==> config.mk <==
export PLATFORM = sky130hd
export DESIGN_NAME = ns_timer
export DESIGN_NICKNAME = d
export VERILOG_FILES = /design/src/rtl/ns_timer_pkg.sv /design/src/rtl/ns_timer_counter.sv /design/src/rtl/ns_timer_regs.sv /design/src/rtl/ns_timer_alarm.sv /design/src/rtl/ns_timer.sv
export SDC_FILE = /design/constraint.sdc
export NUM_CORES = 1
export LEC_CHECK = 0
export BUFFER_PORTS_ARGS = -buffer_cell sky130_fd_sc_hd__buf_2
export CAP_MARGIN = 20
export CORE_ASPECT_RATIO = 1.75
export CORE_MARGIN = 2
export CORE_UTILIZATION = 40
export DETAILED_ROUTE_END_ITERATION = 8
export GPL_TIMING_DRIVEN = 0
export PLACE_DENSITY = 0.7
export SLEW_MARGIN = 20
export SYNTH_ARGS = -nofsm -noshare
export SYNTH_HDL_FRONTEND = slang
export SYNTH_SLANG_ARGS = --single-unit
==> constraint.sdc <==
create_clock -name clk -period 2.6 [get_ports clk]
set_input_delay 0.52 -clock clk [delete_from_list [all_inputs] [get_ports clk]]
set_output_delay 0.52 -clock clk [all_outputs]
set_load 0.02 [all_outputs]
==> src/rtl/ns_timer_pkg.sv <==
package ns_timer_pkg;
  localparam logic [31:0] OFS_CNT_LO  = 32'h00;
  localparam logic [31:0] OFS_CNT_HI  = 32'h04;
  localparam logic [31:0] OFS_ALM_LO  = 32'h08;
  localparam logic [31:0] OFS_ALM_HI  = 32'h0C;
  localparam logic [31:0] OFS_IRQ_CLR = 32'h10;
  localparam logic [31:0] OFS_DISARM  = 32'h14;

  // one-hot write selects produced by the decoder
  typedef struct packed {
    logic alm_lo;
    logic alm_hi;
    logic irq_clr;
    logic disarm;
  } wr_sel_t;
endpackage

==> src/rtl/ns_timer_counter.sv <==
module ns_timer_counter #(
  parameter int              CNT_W   = 64,
  parameter int              STEP_NS = 1,
  parameter logic [CNT_W-1:0] START  = '0
) (
  input  logic             clk,
  input  logic             rst,
  input  logic             tick,
  output logic [CNT_W-1:0] count
);
  localparam logic [CNT_W-1:0] STEP = CNT_W'(STEP_NS);

  always_ff @(posedge clk) begin
    if (rst)       count <= START;
    else if (tick) count <= count + STEP;
  end
endmodule

==> src/rtl/ns_timer_regs.sv <==
module ns_timer_regs
  import ns_timer_pkg::*;
#(
  parameter int DATA_W = 32,
  localparam int CNT_W = 2 * DATA_W
) (
  input  logic              clk,
  input  logic              rst,
  input  logic [31:0]       bus_addr,
  input  logic              bus_wr,
  input  logic              bus_rd,
  input  logic [CNT_W-1:0]  count,
  output wr_sel_t           wsel,
  output logic [DATA_W-1:0] rdata
);
  logic [DATA_W-1:0] snap_hi;
  logic              rd_lo, rd_hi;

  assign rd_lo = bus_rd && (bus_addr == OFS_CNT_LO);
  assign rd_hi = bus_rd && (bus_addr == OFS_CNT_HI);

  always_comb begin
    wsel         = '0;
    wsel.alm_lo  = bus_wr && (bus_addr == OFS_ALM_LO);
    wsel.alm_hi  = bus_wr && (bus_addr == OFS_ALM_HI);
    wsel.irq_clr = bus_wr && (bus_addr == OFS_IRQ_CLR);
    wsel.disarm  = bus_wr && (bus_addr == OFS_DISARM);
  end

  // upper half is frozen by the lower-half read
  always_ff @(posedge clk) begin
    if (rst)        snap_hi <= '0;
    else if (rd_lo) snap_hi <= count[CNT_W-1:DATA_W];
  end

  always_ff @(posedge clk) begin
    if (rst)         rdata <= '0;
    else if (rd_lo)  rdata <= count[DATA_W-1:0];
    else if (rd_hi)  rdata <= snap_hi;
    else if (bus_rd) rdata <= '0;
  end
endmodule

==> src/rtl/ns_timer_alarm.sv <==
module ns_timer_alarm
  import ns_timer_pkg::*;
#(
  parameter int DATA_W = 32,
  localparam int CNT_W = 2 * DATA_W
) (
  input  logic              clk,
  input  logic              rst,
  input  logic [CNT_W-1:0]  count,
  input  logic [DATA_W-1:0] wdata,
  input  wr_sel_t           wsel,
  output logic              armed,
  output logic              irq
);
  logic [DATA_W-1:0] alm_hi, alm_lo;
  logic              fire;

  assign fire = armed && ($signed(count) >= $signed({alm_hi, alm_lo}));

  always_ff @(posedge clk) begin
    if (rst) begin
      alm_hi <= '0;
      alm_lo <= '0;
    end else begin
      if (wsel.alm_hi) alm_hi <= wdata;
      if (wsel.alm_lo) alm_lo <= wdata;
    end
  end

  always_ff @(posedge clk) begin
    if (rst)                      armed <= 1'b0;
    else if (wsel.alm_lo)         armed <= 1'b1;
    else if (wsel.disarm || fire) armed <= 1'b0;
  end

  always_ff @(posedge clk) begin
    if (rst)               irq <= 1'b0;
    else if (fire)         irq <= 1'b1;
    else if (wsel.irq_clr) irq <= 1'b0;
  end
endmodule

==> src/rtl/ns_timer.sv <==
module ns_timer
  import ns_timer_pkg::*;
#(
  parameter int                     DATA_W   = 32,
  parameter int                     STEP_NS  = 1,
  parameter logic [2*DATA_W-1:0]    START_NS = '0
) (
  input  logic              clk,
  input  logic              rst,
  input  logic              tick,
  input  logic [31:0]       bus_addr,
  input  logic              bus_wr,
  input  logic [DATA_W-1:0] bus_wdata,
  input  logic              bus_rd,
  output logic [DATA_W-1:0] bus_rdata,
  output logic              irq
);
  localparam int CNT_W = 2 * DATA_W;

  logic [CNT_W-1:0] count;
  logic             armed;
  wr_sel_t          wsel;

  ns_timer_counter #(.CNT_W(CNT_W), .STEP_NS(STEP_NS), .START(START_NS)) u_cnt (
    .clk(clk), .rst(rst), .tick(tick), .count(count)
  );

  ns_timer_regs #(.DATA_W(DATA_W)) u_regs (
    .clk(clk), .rst(rst), .bus_addr(bus_addr), .bus_wr(bus_wr),
    .bus_rd(bus_rd), .count(count), .wsel(wsel), .rdata(bus_rdata)
  );

  ns_timer_alarm #(.DATA_W(DATA_W)) u_alarm (
    .clk(clk), .rst(rst), .count(count), .wdata(bus_wdata),
    .wsel(wsel), .armed(armed), .irq(irq)
  );
endmodule

Word-level counts from Yosys, hierarchy flattened:

Index checks and enable logic that the tools add are counted.

* flip-flop bits (word level): 194
* output and inout port bits: 33
* logic and storage cells: 33
* input bits: 69

* reduce and logical (&&, ||, !) cells: 12
* muxes and demuxes: 7
* magnitude comparators: 1
* add/subtract/negate cells: 1
* equality and inequality tests: 5

Operator list (number)
* 2-to-1 mux 32 bit: 3
* adder 64 x 1 -> 64 bit (second input constant): 1
* == test 32 x 4 -> 1 bit (second input constant): 2
* == test 32 x 5 -> 1 bit (second input constant): 2
* >= comparator 64 bit: 1
* == test 32 x 3 -> 1 bit (second input constant): 1
* zero test 32 bit: 1
* logical AND 1 bit: 7
* 2-to-1 mux 1 bit: 4
* nonzero test 2 bit: 2
* nonzero test 3 bit: 1
* logical OR 1 bit: 1

Logic depth before layout (Yosys ltp):

* word-level depth: 5
* gate-level depth with buffers: 10
* depth with buffers taken out: 9

By module:

Synthesis repeated with hierarchy kept, for this count alone.

* cell total of the unflattened synthesis: 1143
* area, all modules: 10263.6 um2

By module, submodules not included
* ns_timer_alarm: cells each 453, area an instance 3977.6 um2, sequential area each 1321.3 um2, instances 1
* ns_timer_regs: cells each 343, area an instance 3258.1 um2, sequential area each 1281.2 um2, instances 1
* ns_timer_counter: cells each 347, area an instance 3027.9 um2, sequential area each 1281.2 um2, instances 1

Least setup slack after synthesis:

OpenSTA, ideal clock, no wires.

* path kind: input to register
* start: input port bus_addr[1]
* end: register u_regs.snap_hi[10]
* setup slack: 185 ps
* required time: 2472 ps
* path buffers: 3
* arrival: 2288 ps
* stages on the path: 10
* setup time: 128 ps
* path through: nor4_1 -> nand4_1 -> nor3_1 -> and4b_1 -> clkbuf_1 -> and2_1 -> clkbuf_1 -> buf_2 -> mux2i_1 -> nor2_1

* longest elaborated chain between the ends: 2

RTL lines
* start, declared: RTL line ns_timer.sv:11 `input logic [31:0] bus_addr,`
* zero test 32 bit: RTL line ns_timer_regs.sv:19 `assign rd_lo = bus_rd && (bus_addr == OFS_CNT_LO);`
* logical AND 1 bit: RTL line ns_timer_regs.sv:19
* end signal, assigned: RTL line ns_timer_regs.sv:33 `else if (rd_lo) snap_hi <= count[CNT_W-1:DATA_W];`
* end, declared: RTL line ns_timer_regs.sv:16 `logic [DATA_W-1:0] snap_hi;`

Every way passes these cells.
A chain may end at the register's enable or synchronous reset.

Worst setup path after layout:

* start: register u_cnt.count[27]
* end: register u_cnt.count[63]

* longest elaborated chain between the ends: 1

RTL lines
* start, declared: RTL line ns_timer_counter.sv:9 `output logic [CNT_W-1:0] count`
* start signal, assigned: RTL line ns_timer_counter.sv:15 `else if (tick) count <= count + STEP;`
* adder 64 x 1 -> 64 bit: RTL line ns_timer_counter.sv:15

Every way passes these cells.

==> key figures <==
Power
  • Peak supply drop: 0.000444 V
  • Leakage: 4.82 nW
  • Pwr per Cell Area: 525 nW/µm²

Clocking
  • Root Driver: clkbuf_16
  • CTS tree: yes
  • Cts hold-fix bufs: 0
  • Clock latency at the later pin of the worst-skew pair: 450 ps
  • Worst-case clock buffer depth: 2
  • Clock transition at the registers of the reported paths: 70 ps
  • CTS sink count: 194
  • H-tree depth: 4
  • CTS Buf Count: 17

Worst hold path
  • Min-delay worst type: input port to flop

Timing
  • Final Hold Viols: 0
  • # setup viols final: 0
  • Worst Max-Slew Pin Slew: 907 ps
  • Max Fclk: 0.404 GHz
  • Max-slew violation count: 0
  • Clock skew: 9.64 ps
  • Max-slew headroom: 39.5%
  • Fin crit share: 95.3%
  • Setup WS post-layout: 123 ps
  • Unrepaired setup endpoints after global routing: no
  • Post-layout min period: 2480 ps

Worst setup path
  • Worst path cell trace: nand3_1 > or3_1 > or3_1 > buf_6 > nor4_4 > buf_4 > and4_1 > xnor2_1 > nor2_1
  • Critical R2R Launch: u_cnt.count[27]
  • CP bufs+invs: 2
  • Crit-path leading delay family: simple AND/OR/NAND/NOR gates
  • Worst-path maximum fanout: 6
  • CP max stage delay: 440 ps
  • R2R Path End: u_cnt.count[63]
  • CP dominant cell by count: or3_1
  • Crit-path slowest cell: dfxtp_1
  • Reg2Reg Setup Slack: 120 ps
  • Crit. End Element: flop
  • Worst setup startpoint: u_cnt.count[27]
  • FF-to-FF path depth: 9
  • Class of the most critical setup path: flop to flop
  • Critical path required time: 2910 ps
  • CP Depth: 9
  • Setup crit end: u_cnt.count[63]
  • Crit path DAT: 2790 ps
  • CP startpoint kind: flop

Cells and area
  • Fill cells: 2245
  • Share of cells above drive strength 1: 16.0%
  • Final nets: 1336
  • Layout Cells excl Fill: 1519
  • P&R area growth vs syn: 16.5%
  • Ant diodes: 0

Outcome
  • Outcome: complete, no violations

Placed design
  • RePlAce Congestion: 0.938
  • DP HPWL: 20000 µm
  • IO Port Bufs: 99
  • Pre-CTS WS: -415 ps
  • Placed Cells incl. Taps: 1484

Floorplan
  • Die height: 208 µm
  • # IOs: 102
  • Initial core utilization: 40.7%
  • Die ar.: 25100 µm²
  • Row Count: 74
  • DIE WIDTH: 121 µm
  • Core region area: 23400 µm²

Yosys
  • Main synth FF type: dfxtp_1
  • Avg Inst Size Synth: 8.82 µm²
  • Syn nets: 1215
  • Mapped Area: 9540 µm²
  • Async set or reset register ratio after synthesis: 0%
  • EDFF count, synth: 0
  • Synthesized instance count: 1081
  • Synth cell types: 48
  • Seq/Total Area, Yosys: 40.7%
  • Synth warnings: 0
  • FF+latch count, synth: 194

Global routing
  • Largest net degree at the start of global routing: 19
  • Vias in the first global route: 7914
  • Total GRT Usage: 20.9%
  • Gr ovfl total: 0
  • Initial antenna violation count: 0
  • First-pass GRT wire length: 40300 µm

Detailed routing
  • DRC: 0
  • Via density: 5.18
  • Vias: 7875
  • DRT antenna net count: 0
  • First-pass DRT Iterations: 5
  • Wire length per cell: 17.0 µm
  • Routed WL: 25700 µm
  • Drt first-iter violations: 329

Job
  • Max_cap viols: 0
## where the power goes
part           internal, mW  switching, mW  leakage (nW)  total [mW]
Combinational        0.0722          0.138          2.98       0.210
Sequential             2.97        0.00393          1.57        2.98
Clock                  1.38           1.26         0.276        2.64
## repair_timing
action | CTS | global route
resized for setup | 14 | 13
buffers inserted | 0 | 5
endpoints found under the setup margin | 8 | 55
pin swaps | 0 | 4
## stage by stage
step | total power [mW] | TNS, ps | instance area, µm² | hold slack (ps) | util (%)
2_1_floorplan | 3.14 | 0 | 9540 | 454 | -
3_3_place_gp | 3.25 | -20530 | 10400 | 467 | 44.4
3_5_place_dp | 3.25 | -22320 | 10400 | 479 | 44.4
4_1_cts | 5.87 | -5.97 | 11000 | 312 | 47.1
5_1_grt | 6.00 | 0 | 11100 | 321 | 47.4
6_report | 5.83 | 0 | 11100 | 323 | 47.4
## synth_stat cells, types with 2 or more instances
library cell / instances / area share, %
mux2_2: 25 / 3.0
nor3_1: 17 / 0.89
a21oi_1: 63 / 3.3
inv_1: 79 / 3.1
and3_1: 11 / 0.72
a221o_1: 2 / 0.21
or3_1: 10 / 0.66
nor4_4: 2 / 0.45
nand3_1: 29 / 1.5
nand2_1: 48 / 1.9
nor2_1: 195 / 7.7
nor4_1: 12 / 0.79
xor2_1: 31 / 2.8
o21ai_0: 21 / 1.1
nand4_1: 27 / 1.8
buf_2: 3 / 0.16
buf_1: 7 / 0.28
and4_1: 11 / 1.0
dfxtp_1: 194 / 41
and2_1: 5 / 0.33
o211ai_1: 2 / 0.16
xnor2_1: 27 / 2.5
ha_1: 65 / 8.5
or2_2: 2 / 0.13
a221oi_1: 2 / 0.18
mux2i_1: 97 / 10
clkbuf_1: 37 / 1.5
nor2b_1: 35 / 2.3
a21o_1: 3 / 0.24
## tightest hold or removal path, stage by stage
cell and delay (ps):
buf_2 90, mux2i_1 60, nor2_1 70
## flip-flops by register name (all words and copies together), names as in the netlist
signal	count
u_cnt.count	64
u_alarm.alm_lo	32
u_alarm.alm_hi	32
u_regs.snap_hi	32
u_alarm.irq	1
u_alarm.armed	1
u_regs.rdata	32
## final cells by class
cell class,count,area [µm²],area share [%]
Buffer,46,191,1.72
Clock buffer,18,439,3.95
Clock inverter,14,146,1.32
Inverter,79,297,2.67
Multi-Input combinational cell,760,5220,47.0
Sequential cell,194,3900,35.1
Tap cell,304,380,3.42
Timing Repair Buffer,104,533,4.80
## cells by family after synthesis
| kind of cell | after synthesis | share of synthesized area (%) |
|---|---|---|
| flops | 194 | 40.7 |
| fa+ha+maj | 65 | 8.53 |
| mux | 122 | 13.1 |
| compound gates | 102 | 6.02 |
| buf+inv | 127 | 5.12 |
| simple gates | 413 | 21.1 |
| xor+xnor | 58 | 5.33 |
## worst min path at each step
stage,from,to,slack (ps),cells after the start
2_1_floorplan,u_regs.snap_hi[10],u_regs.snap_hi[10],450,2
6_report,bus_wdata[19],u_alarm.alm_lo[19],320,3
4_1_cts,bus_wdata[19],u_alarm.alm_hi[19],310,3
3_5_place_dp,u_regs.snap_hi[4],u_regs.snap_hi[4],480,2
3_3_place_gp,u_regs.snap_hi[10],u_regs.snap_hi[10],470,2
5_1_grt,bus_wdata[18],u_alarm.alm_hi[18],320,3
## cells in the final DEF, fill, tap and decap left out, types with 2 or more instances in the layout
master,n
clkbuf_1,35
inv_6,5
nand4_1,27
nor3_1,14
and3_1,11
nand3_1,28
buf_4,5
nor4_4,3
nor4_1,10
buf_2,99
dfxtp_1,183
nand2_1,48
a21o_1,3
xnor2_1,27
mux2i_1,97
buf_1,7
and4_1,11
clkinvlp_4,4
or2_2,2
a221o_1,2
mux2_2,25
o211ai_1,2
inv_8,3
nor2_1,194
a221oi_1,2
nor3_2,4
o21ai_0,20
nor2b_1,35
a21oi_1,63
dfxtp_2,11
clkbuf_16,17
clkbuf_4,3
xor2_1,31
inv_1,79
or3_1,10
ha_1,65
and2_1,5
## routing by layer
metal | routed length [µm] | global-route usage [%]
met5 | 0 | 0
met4 | 1350 | 12.3
met3 | 927 | 3.78
met2 | 14100 | 39.0
met1 | 9330 | 21.2
Power figures use the tool's default switching activity.
